--- config.mk ---
export PLATFORM = sky130hd
export DESIGN_NAME = lin_split
export DESIGN_NICKNAME = d
export VERILOG_FILES = /design/src/rtl/lin_split_pkg.sv /design/src/rtl/lin_split_plan.sv /design/src/rtl/lin_split_data.sv /design/src/rtl/lin_split.sv
export SDC_FILE = /design/constraint.sdc
export NUM_CORES = 1
export LEC_CHECK = 0
export BUFFER_PORTS_ARGS = -buffer_cell sky130_fd_sc_hd__buf_4
export CAP_MARGIN = 10
export CORE_MARGIN = 2
export CORE_UTILIZATION = 52
export CTS_CLUSTER_DIAMETER = 40
export DETAILED_ROUTE_END_ITERATION = 6
export GPL_TIMING_DRIVEN = 0
export PLACE_DENSITY = 0.87
export RECOVER_POWER = 25
export SLEW_MARGIN = 15
export SYNTH_ARGS = -nofsm -noshare
export SYNTH_HDL_FRONTEND = slang
export SYNTH_SLANG_ARGS = --single-unit
--- constraint.sdc ---
create_clock -name clk -period 4.2 [get_ports clk]
set_input_delay 0.84 -clock clk [delete_from_list [all_inputs] [get_ports clk]]
set_output_delay 0.84 -clock clk [all_outputs]
set_load 0.01 [all_outputs]
--- src/rtl/lin_split_pkg.sv ---
package lin_split_pkg;

    typedef enum logic [2:0] {
        ST_IDLE,
        ST_XREQ,
        ST_XWAIT,
        ST_MREQ,
        ST_MWAIT,
        ST_RESP
    } split_state_e;

    typedef enum logic [1:0] {
        RSP_OK     = 2'd0,
        RSP_BADLEN = 2'd1,
        RSP_FAULT  = 2'd2
    } rsp_status_e;

    typedef enum logic [1:0] {
        SZ_BYTE = 2'd0,
        SZ_HALF = 2'd1,
        SZ_WORD = 2'd2
    } acc_size_e;

    typedef struct packed {
        logic [2:0] chunk_len;    // bytes in the chunk about to start
        logic [2:0] piece_bytes;  // bytes in the next memory access
        acc_size_e  piece_size;   // encoded size of that access
    } piece_plan_t;

    localparam int MAX_LEN = 4;

    function automatic acc_size_e size_of(input logic [2:0] nbytes);
        case (nbytes)
            3'd4:    return SZ_WORD;
            3'd2:    return SZ_HALF;
            default: return SZ_BYTE;
        endcase
    endfunction

    function automatic logic [31:0] byte_mask(input logic [2:0] nbytes);
        case (nbytes)
            3'd1:    return 32'h0000_00FF;
            3'd2:    return 32'h0000_FFFF;
            3'd3:    return 32'h00FF_FFFF;
            3'd4:    return 32'hFFFF_FFFF;
            default: return 32'h0000_0000;
        endcase
    endfunction

endpackage

--- src/rtl/lin_split_plan.sv ---
module lin_split_plan
    import lin_split_pkg::*;
#(
    parameter int PAGE_BITS = 12
) (
    input  logic [2:0]         rem_len,
    input  logic [PAGE_BITS:0] page_left,
    input  logic [2:0]         piece_left,
    output piece_plan_t        plan
);
    localparam int PW = PAGE_BITS + 1;

    always_comb begin
        // chunk = smaller of remaining length and page budget
        if ({{(PW-3){1'b0}}, rem_len} <= page_left)
            plan.chunk_len = rem_len;
        else
            plan.chunk_len = page_left[2:0];
        // a three-byte chunk starts with a single byte
        if (piece_left == 3'd3)
            plan.piece_bytes = 3'd1;
        else
            plan.piece_bytes = piece_left;
        plan.piece_size = size_of(plan.piece_bytes);
    end

endmodule

--- src/rtl/lin_split_data.sv ---
module lin_split_data
    import lin_split_pkg::*;
(
    input  logic        clk,
    input  logic        rst,
    input  logic        load,
    input  logic [31:0] wdata_in,
    input  logic        step,
    input  logic [2:0]  nbytes,
    input  logic [31:0] rdata_in,
    output logic [31:0] acc_out,
    output logic [31:0] wbuf_out
);
    logic [31:0] acc;
    logic [31:0] wbuf;
    logic [5:0]  bit_pos;
    logic [5:0]  step_bits;

    assign step_bits = {nbytes, 3'b000};

    always_ff @(posedge clk) begin
        if (rst) begin
            acc     <= '0;
            wbuf    <= '0;
            bit_pos <= '0;
        end else if (load) begin
            acc     <= '0;
            wbuf    <= wdata_in;
            bit_pos <= '0;
        end else if (step) begin
            acc     <= acc | ((rdata_in & byte_mask(nbytes)) << bit_pos);
            wbuf    <= wbuf >> step_bits;
            bit_pos <= bit_pos + step_bits;
        end
    end

    assign acc_out  = acc;
    assign wbuf_out = wbuf;

    // no piece may reach beyond the 32-bit result
    assert_word_fill_R5: assert property (@(posedge clk) disable iff (rst)
        step |-> ({1'b0, bit_pos} + {1'b0, step_bits}) <= 7'd32);

endmodule

--- src/rtl/lin_split.sv ---
module lin_split
    import lin_split_pkg::*;
#(
    parameter int ADDR_W    = 32,
    parameter int PAGE_BITS = 12
) (
    input  logic              clk,
    input  logic              rst,
    input  logic              req_valid,
    output logic              req_ready,
    input  logic              req_write,
    input  logic [ADDR_W-1:0] req_addr,
    input  logic [2:0]        req_len,
    input  logic [31:0]       req_wdata,
    output logic              rsp_valid,
    output logic [1:0]        rsp_status,
    output logic [31:0]       rsp_rdata,
    output logic [ADDR_W-1:0] rsp_fault_addr,
    output logic              xl_req_valid,
    input  logic              xl_req_ready,
    output logic [ADDR_W-1:0] xl_req_addr,
    output logic              xl_req_write,
    input  logic              xl_rsp_valid,
    input  logic [ADDR_W-1:0] xl_rsp_paddr,
    input  logic              xl_rsp_fault,
    output logic              mem_req_valid,
    input  logic              mem_req_ready,
    output logic              mem_req_write,
    output logic [ADDR_W-1:0] mem_req_addr,
    output logic [1:0]        mem_req_size,
    output logic [31:0]       mem_req_wdata,
    input  logic              mem_rsp_valid,
    input  logic [31:0]       mem_rsp_rdata
);
    localparam int PW = PAGE_BITS + 1;
    localparam logic [PW-1:0] PAGE_FULL = {1'b1, {PAGE_BITS{1'b0}}};

    split_state_e      state;
    rsp_status_e       status;
    logic [ADDR_W-1:0] lin_addr;
    logic [ADDR_W-1:0] phys_addr;
    logic [2:0]        rem_len;
    logic [PW-1:0]     page_left;
    logic [2:0]        piece_left;
    logic              is_write;

    piece_plan_t       plan;
    logic [31:0]       acc;
    logic [31:0]       wbuf;
    logic              accept;
    logic              bad_len;
    logic              piece_done;
    logic [PW-1:0]     page_dec;

    lin_split_plan #(.PAGE_BITS(PAGE_BITS)) u_plan (
        .rem_len    (rem_len),
        .page_left  (page_left),
        .piece_left (piece_left),
        .plan       (plan)
    );

    assign accept     = (state == ST_IDLE) && req_valid;
    assign bad_len    = (req_len == 3'd0) || (req_len > 3'(MAX_LEN));
    assign piece_done = (state == ST_MWAIT) && mem_rsp_valid;
    assign page_dec   = page_left - {{(PW-3){1'b0}}, plan.piece_bytes};

    lin_split_data u_data (
        .clk      (clk),
        .rst      (rst),
        .load     (accept),
        .wdata_in (req_wdata),
        .step     (piece_done),
        .nbytes   (plan.piece_bytes),
        .rdata_in (mem_rsp_rdata),
        .acc_out  (acc),
        .wbuf_out (wbuf)
    );

    always_ff @(posedge clk) begin
        if (rst) begin
            state      <= ST_IDLE;
            status     <= RSP_OK;
            lin_addr   <= '0;
            phys_addr  <= '0;
            rem_len    <= '0;
            page_left  <= PAGE_FULL;
            piece_left <= '0;
            is_write   <= 1'b0;
        end else begin
            unique case (state)
                ST_IDLE: if (req_valid) begin
                    lin_addr  <= req_addr;
                    is_write  <= req_write;
                    rem_len   <= req_len;
                    page_left <= PAGE_FULL - {1'b0, req_addr[PAGE_BITS-1:0]};
                    if (bad_len) begin
                        status <= RSP_BADLEN;
                        state  <= ST_RESP;
                    end else begin
                        status <= RSP_OK;
                        state  <= ST_XREQ;
                    end
                end
                ST_XREQ: if (xl_req_ready) state <= ST_XWAIT;
                ST_XWAIT: if (xl_rsp_valid) begin
                    if (xl_rsp_fault) begin
                        status <= RSP_FAULT;
                        state  <= ST_RESP;
                    end else begin
                        phys_addr  <= xl_rsp_paddr;
                        piece_left <= plan.chunk_len;
                        state      <= ST_MREQ;
                    end
                end
                ST_MREQ: if (mem_req_ready) state <= ST_MWAIT;
                ST_MWAIT: if (mem_rsp_valid) begin
                    lin_addr   <= lin_addr + {{(ADDR_W-3){1'b0}}, plan.piece_bytes};
                    phys_addr  <= phys_addr + {{(ADDR_W-3){1'b0}}, plan.piece_bytes};
                    rem_len    <= rem_len - plan.piece_bytes;
                    piece_left <= piece_left - plan.piece_bytes;
                    page_left  <= (page_dec == '0) ? PAGE_FULL : page_dec;
                    if (piece_left != plan.piece_bytes)
                        state <= ST_MREQ;
                    else if (rem_len == plan.piece_bytes)
                        state <= ST_RESP;
                    else
                        state <= ST_XREQ;
                end
                ST_RESP: state <= ST_IDLE;
                default: state <= ST_IDLE;
            endcase
        end
    end

    assign req_ready      = (state == ST_IDLE);
    assign rsp_valid      = (state == ST_RESP);
    assign rsp_status     = status;
    assign rsp_rdata      = acc;
    assign rsp_fault_addr = lin_addr;
    assign xl_req_valid   = (state == ST_XREQ);
    assign xl_req_addr    = lin_addr;
    assign xl_req_write   = is_write;
    assign mem_req_valid  = (state == ST_MREQ);
    assign mem_req_write  = is_write;
    assign mem_req_addr   = phys_addr;
    assign mem_req_size   = plan.piece_size;
    assign mem_req_wdata  = wbuf & byte_mask(plan.piece_bytes);

    // illegal length answered in the next cycle
    assert_badlen_R2: assert property (@(posedge clk) disable iff (rst)
        (req_valid && req_ready && bad_len) |=> (rsp_valid && rsp_status == RSP_BADLEN));

    // every chunk holds between one and four bytes
    assert_chunk_range_R3: assert property (@(posedge clk) disable iff (rst)
        (state == ST_XWAIT && xl_rsp_valid && !xl_rsp_fault)
            |-> (plan.chunk_len != 3'd0 && plan.chunk_len <= 3'(MAX_LEN)));

    // no memory access runs past the end of its page
    assert_in_page_R3: assert property (@(posedge clk) disable iff (rst)
        mem_req_valid |-> (({1'b0, lin_addr[PAGE_BITS-1:0]}
                            + {{(PW-3){1'b0}}, plan.piece_bytes}) <= PAGE_FULL));

    // a translation fault ends the operation at once
    assert_fault_stop_R7: assert property (@(posedge clk) disable iff (rst)
        (xl_rsp_valid && xl_rsp_fault && state == ST_XWAIT)
            |=> (rsp_valid && rsp_status == RSP_FAULT && !mem_req_valid));

    // memory request held stable until taken
    assert_mem_hold_R8: assert property (@(posedge clk) disable iff (rst)
        (mem_req_valid && !mem_req_ready)
            |=> (mem_req_valid && $stable(mem_req_addr) && $stable(mem_req_size)));

    // response is a single-cycle pulse
    assert_rsp_pulse_R8: assert property (@(posedge clk) disable iff (rst)
        rsp_valid |=> !rsp_valid);

endmodule

==> flow_summary.yaml <==
timing:
  fin_crit_sh_pct: 91.0
  fin_crit_ps: 3820
  setup_tns_ps: 0
  rsz0062_at_grt: "no"
  setup_ws_ps: 379
  fmax_mhz: 262
  finalSetupViolCount: 0
  tightest_slew_ps: 935
  max-slew-margin-rel_pct: 37.6
  fin_skew_ps: 12.4
  slew_viol_final: 0
  hold_viol_final: 0
setup_path:
  crit_path_start_kind: "register"
  crit_type: "reg2reg"
  crit_path_max_fanout: 10
  r2r_slack_ps: 380
  r2r_cells: 13
  critPathCaptureType: "register"
  r2r_end: "rsp_fault_addr[29]"
  regToRegStartpoint: "piece_left[0]"
  crit_start: "piece_left[0]"
  crit_required_ps: 4470
  crit_arrival_ps: 4090
clock_tree:
  hold_buffers: 0
  htreeDepth: 4
  cts_setup_buffers: 0
  cts_buffer_depth: 2
  clkLatencyLatePin_ps: 430
  cts_root_buffer: "clkbuf_16"
  cts_made_buffers: 17
  cts_sinks: 156
  clkTransAtPathRegs_ps: 60
  cts-resized-gates: 0
  cts_tree: "done"
floorplan:
  start_util_pct: 52.6
  core_region_area_um2: 18500
  placementRows: 50
  die_area_um2: 19900
  io_pins: 310
  die_y_um: 141
  fp.dieW_um: 141
cells_and_area:
  nets: 1797
  syn2layout_area_growth_pct: 29.8
  layout-drive-gt1-share_pct: 21.2
  design_area_um2: 12600
  diodes: 0
  final_common_cell: "buf_4"
  fillers: 1668
  layout_common_cells: "261 x buf_4, 156 x dfxtp_1, 154 x clkbuf_1"
synth:
  async_reset_ff_share_pct: 0
  ys_seq_area_share_pct: 32.0
  synth_edf_count: 0
  synth.area.top_cells: "dfxtp_1 32%, nor2_1 5.8%, nand2_1 5.4%"
  synth_area_um2: 9740
  synth_top_area_share_pct: 32.0
  synth_area_leader_cell: "dfxtp_1"
  synth_ff_type: "dfxtp_1"
  synthDistinctLibCells: 78
  avgSynthCellArea_um2: 7.47
  yosysWarnings: 0
  syn_inst: 1305
  ys_ff_latch: 156
drt:
  via_per_inst: 6.39
  antenna_left: 0
  vias: 12018
  wire_per_inst_um: 20.7
  drcViolationCount: 0
  wl_mm: 38.9
  drtIter0Drc: 1554
  first_pass_iters: 6
pwr:
  p_leak_uw: 0.00497
  vdd_drop_max_v: 0.000345
  finalPower_uw: 7260
  power.density_nw_per_um2: 574
global_route:
  grt_use_met2_pct: 59.9
  gr-usage-met1_pct: 47.3
  grt.busiest_layer: "met2"
  grt_pass1_wl_mm: 58.4
  met3_usage_pct: 9.10
  grt_max_degree: 17
  grt_pass1_vias: 10997
  antenna_found_initial: 0
  overflow: 0
  grt_usage_pct: 37.2
hold_path:
  hold_depth: 2
  hp-class: "reg2reg"
  whs_endpoint: "u_data.acc_out[14]"
  min-delay-start: "u_data.acc_out[14]"
placement:
  pre_cts_ws_ps: 607
  portBuffers: 308
  place_congestion: 0.986
  detailed_place_hpwl_mm: 28.5
  placed_area_um2: 12400
outcome:
  status: "complete, no violations"
run:
  cap_viol_max_count: 0
[synthesized netlist by cell type, types with 20 or more instances]
cell type	instances
dfxtp_1	156
and3_1	30
nand3_1	53
nand2_1	139
clkbuf_1	73
a31oi_1	22
nor2_1	150
a22oi_1	20
and2_1	26
inv_1	26
a221oi_1	34
o21ai_0	91
buf_4	33
a21oi_1	95
nor3_1	55
[power breakdown]
group,internal [uW],total (uW),switching (uW),leakage [uW]
combinational,1330,3460,2130,0.00342
sequential,1820,2240,417,0.00127
clock,898,1570,672,0.000281
[flip-flops by register name (all words and copies together) (netlist names), 3 cells and up]
signal / flops
state: 3
mem_req_addr: 32
u_data.acc_out: 32
rem_len: 3
u_data.bit_pos: 3
piece_left: 3
rsp_fault_addr: 32
u_data.wbuf_out: 32
page_left: 13
[worst max-delay path: stages, from the launching register on]
cell and delay (ps):
dfxtp_1 350, clkbuf_1 430, inv_1 160, o21ai_1 370
buf_4 270, inv_1 130, ha_1 290, a21o_1 110
a21oi_1 100, clkbuf_1 250, or2_2 370, nor3_1 470
mux2i_1 250, o22ai_1 100
[through the flow]
stage,utilization (%),hold WS [ps],std cells
floorplan,-,444,1306
global placement,66.7,450,1848
detailed placement,66.8,459,1849
CTS,69.9,474,1881
global route,68.3,490,1881
finish,68.3,475,1881
[how the worst max path moves through the flow]
stage	endpoint	slack, ps
finish	rsp_fault_addr[29]	380
global route	rsp_fault_addr[29]	240
detailed placement	rsp_fault_addr[29]	610
global placement	rsp_fault_addr[29]	-340
CTS	rsp_fault_addr[29]	560
floorplan	rsp_fault_addr[29]	850
[metal layers]
metal | vias to the layer above | routed length, um
met5 | - | 0
met4 | 0 | 1920
met3 | 184 | 5270
met2 | 996 | 17600
met1 | 5455 | 14100
li1 | 5383 | -
[logic make-up after synthesis]
family          share of synthesized area (%)
other cells                            0.0385
simple gates                             27.1
flops                                    32.0
fa+ha+maj                                3.34
mux                                      2.80
compound gates                           24.7
xor+xnor                                 2.16
buf+inv                                  7.83
[final cells by class]
class	count	area [um2]	area share, %
Buffer	135	662	5.23
Tap cell	234	293	2.31
Sequential cell	156	3120	24.7
Multi-Input combinational cell	988	5860	46.3
Clock buffer	20	447	3.53
Clock inverter	12	138	1.09
Inverter	27	101	0.801
Timing Repair Buffer	309	2020	16.0
Note: power is estimated with default switching activity, not from simulation.
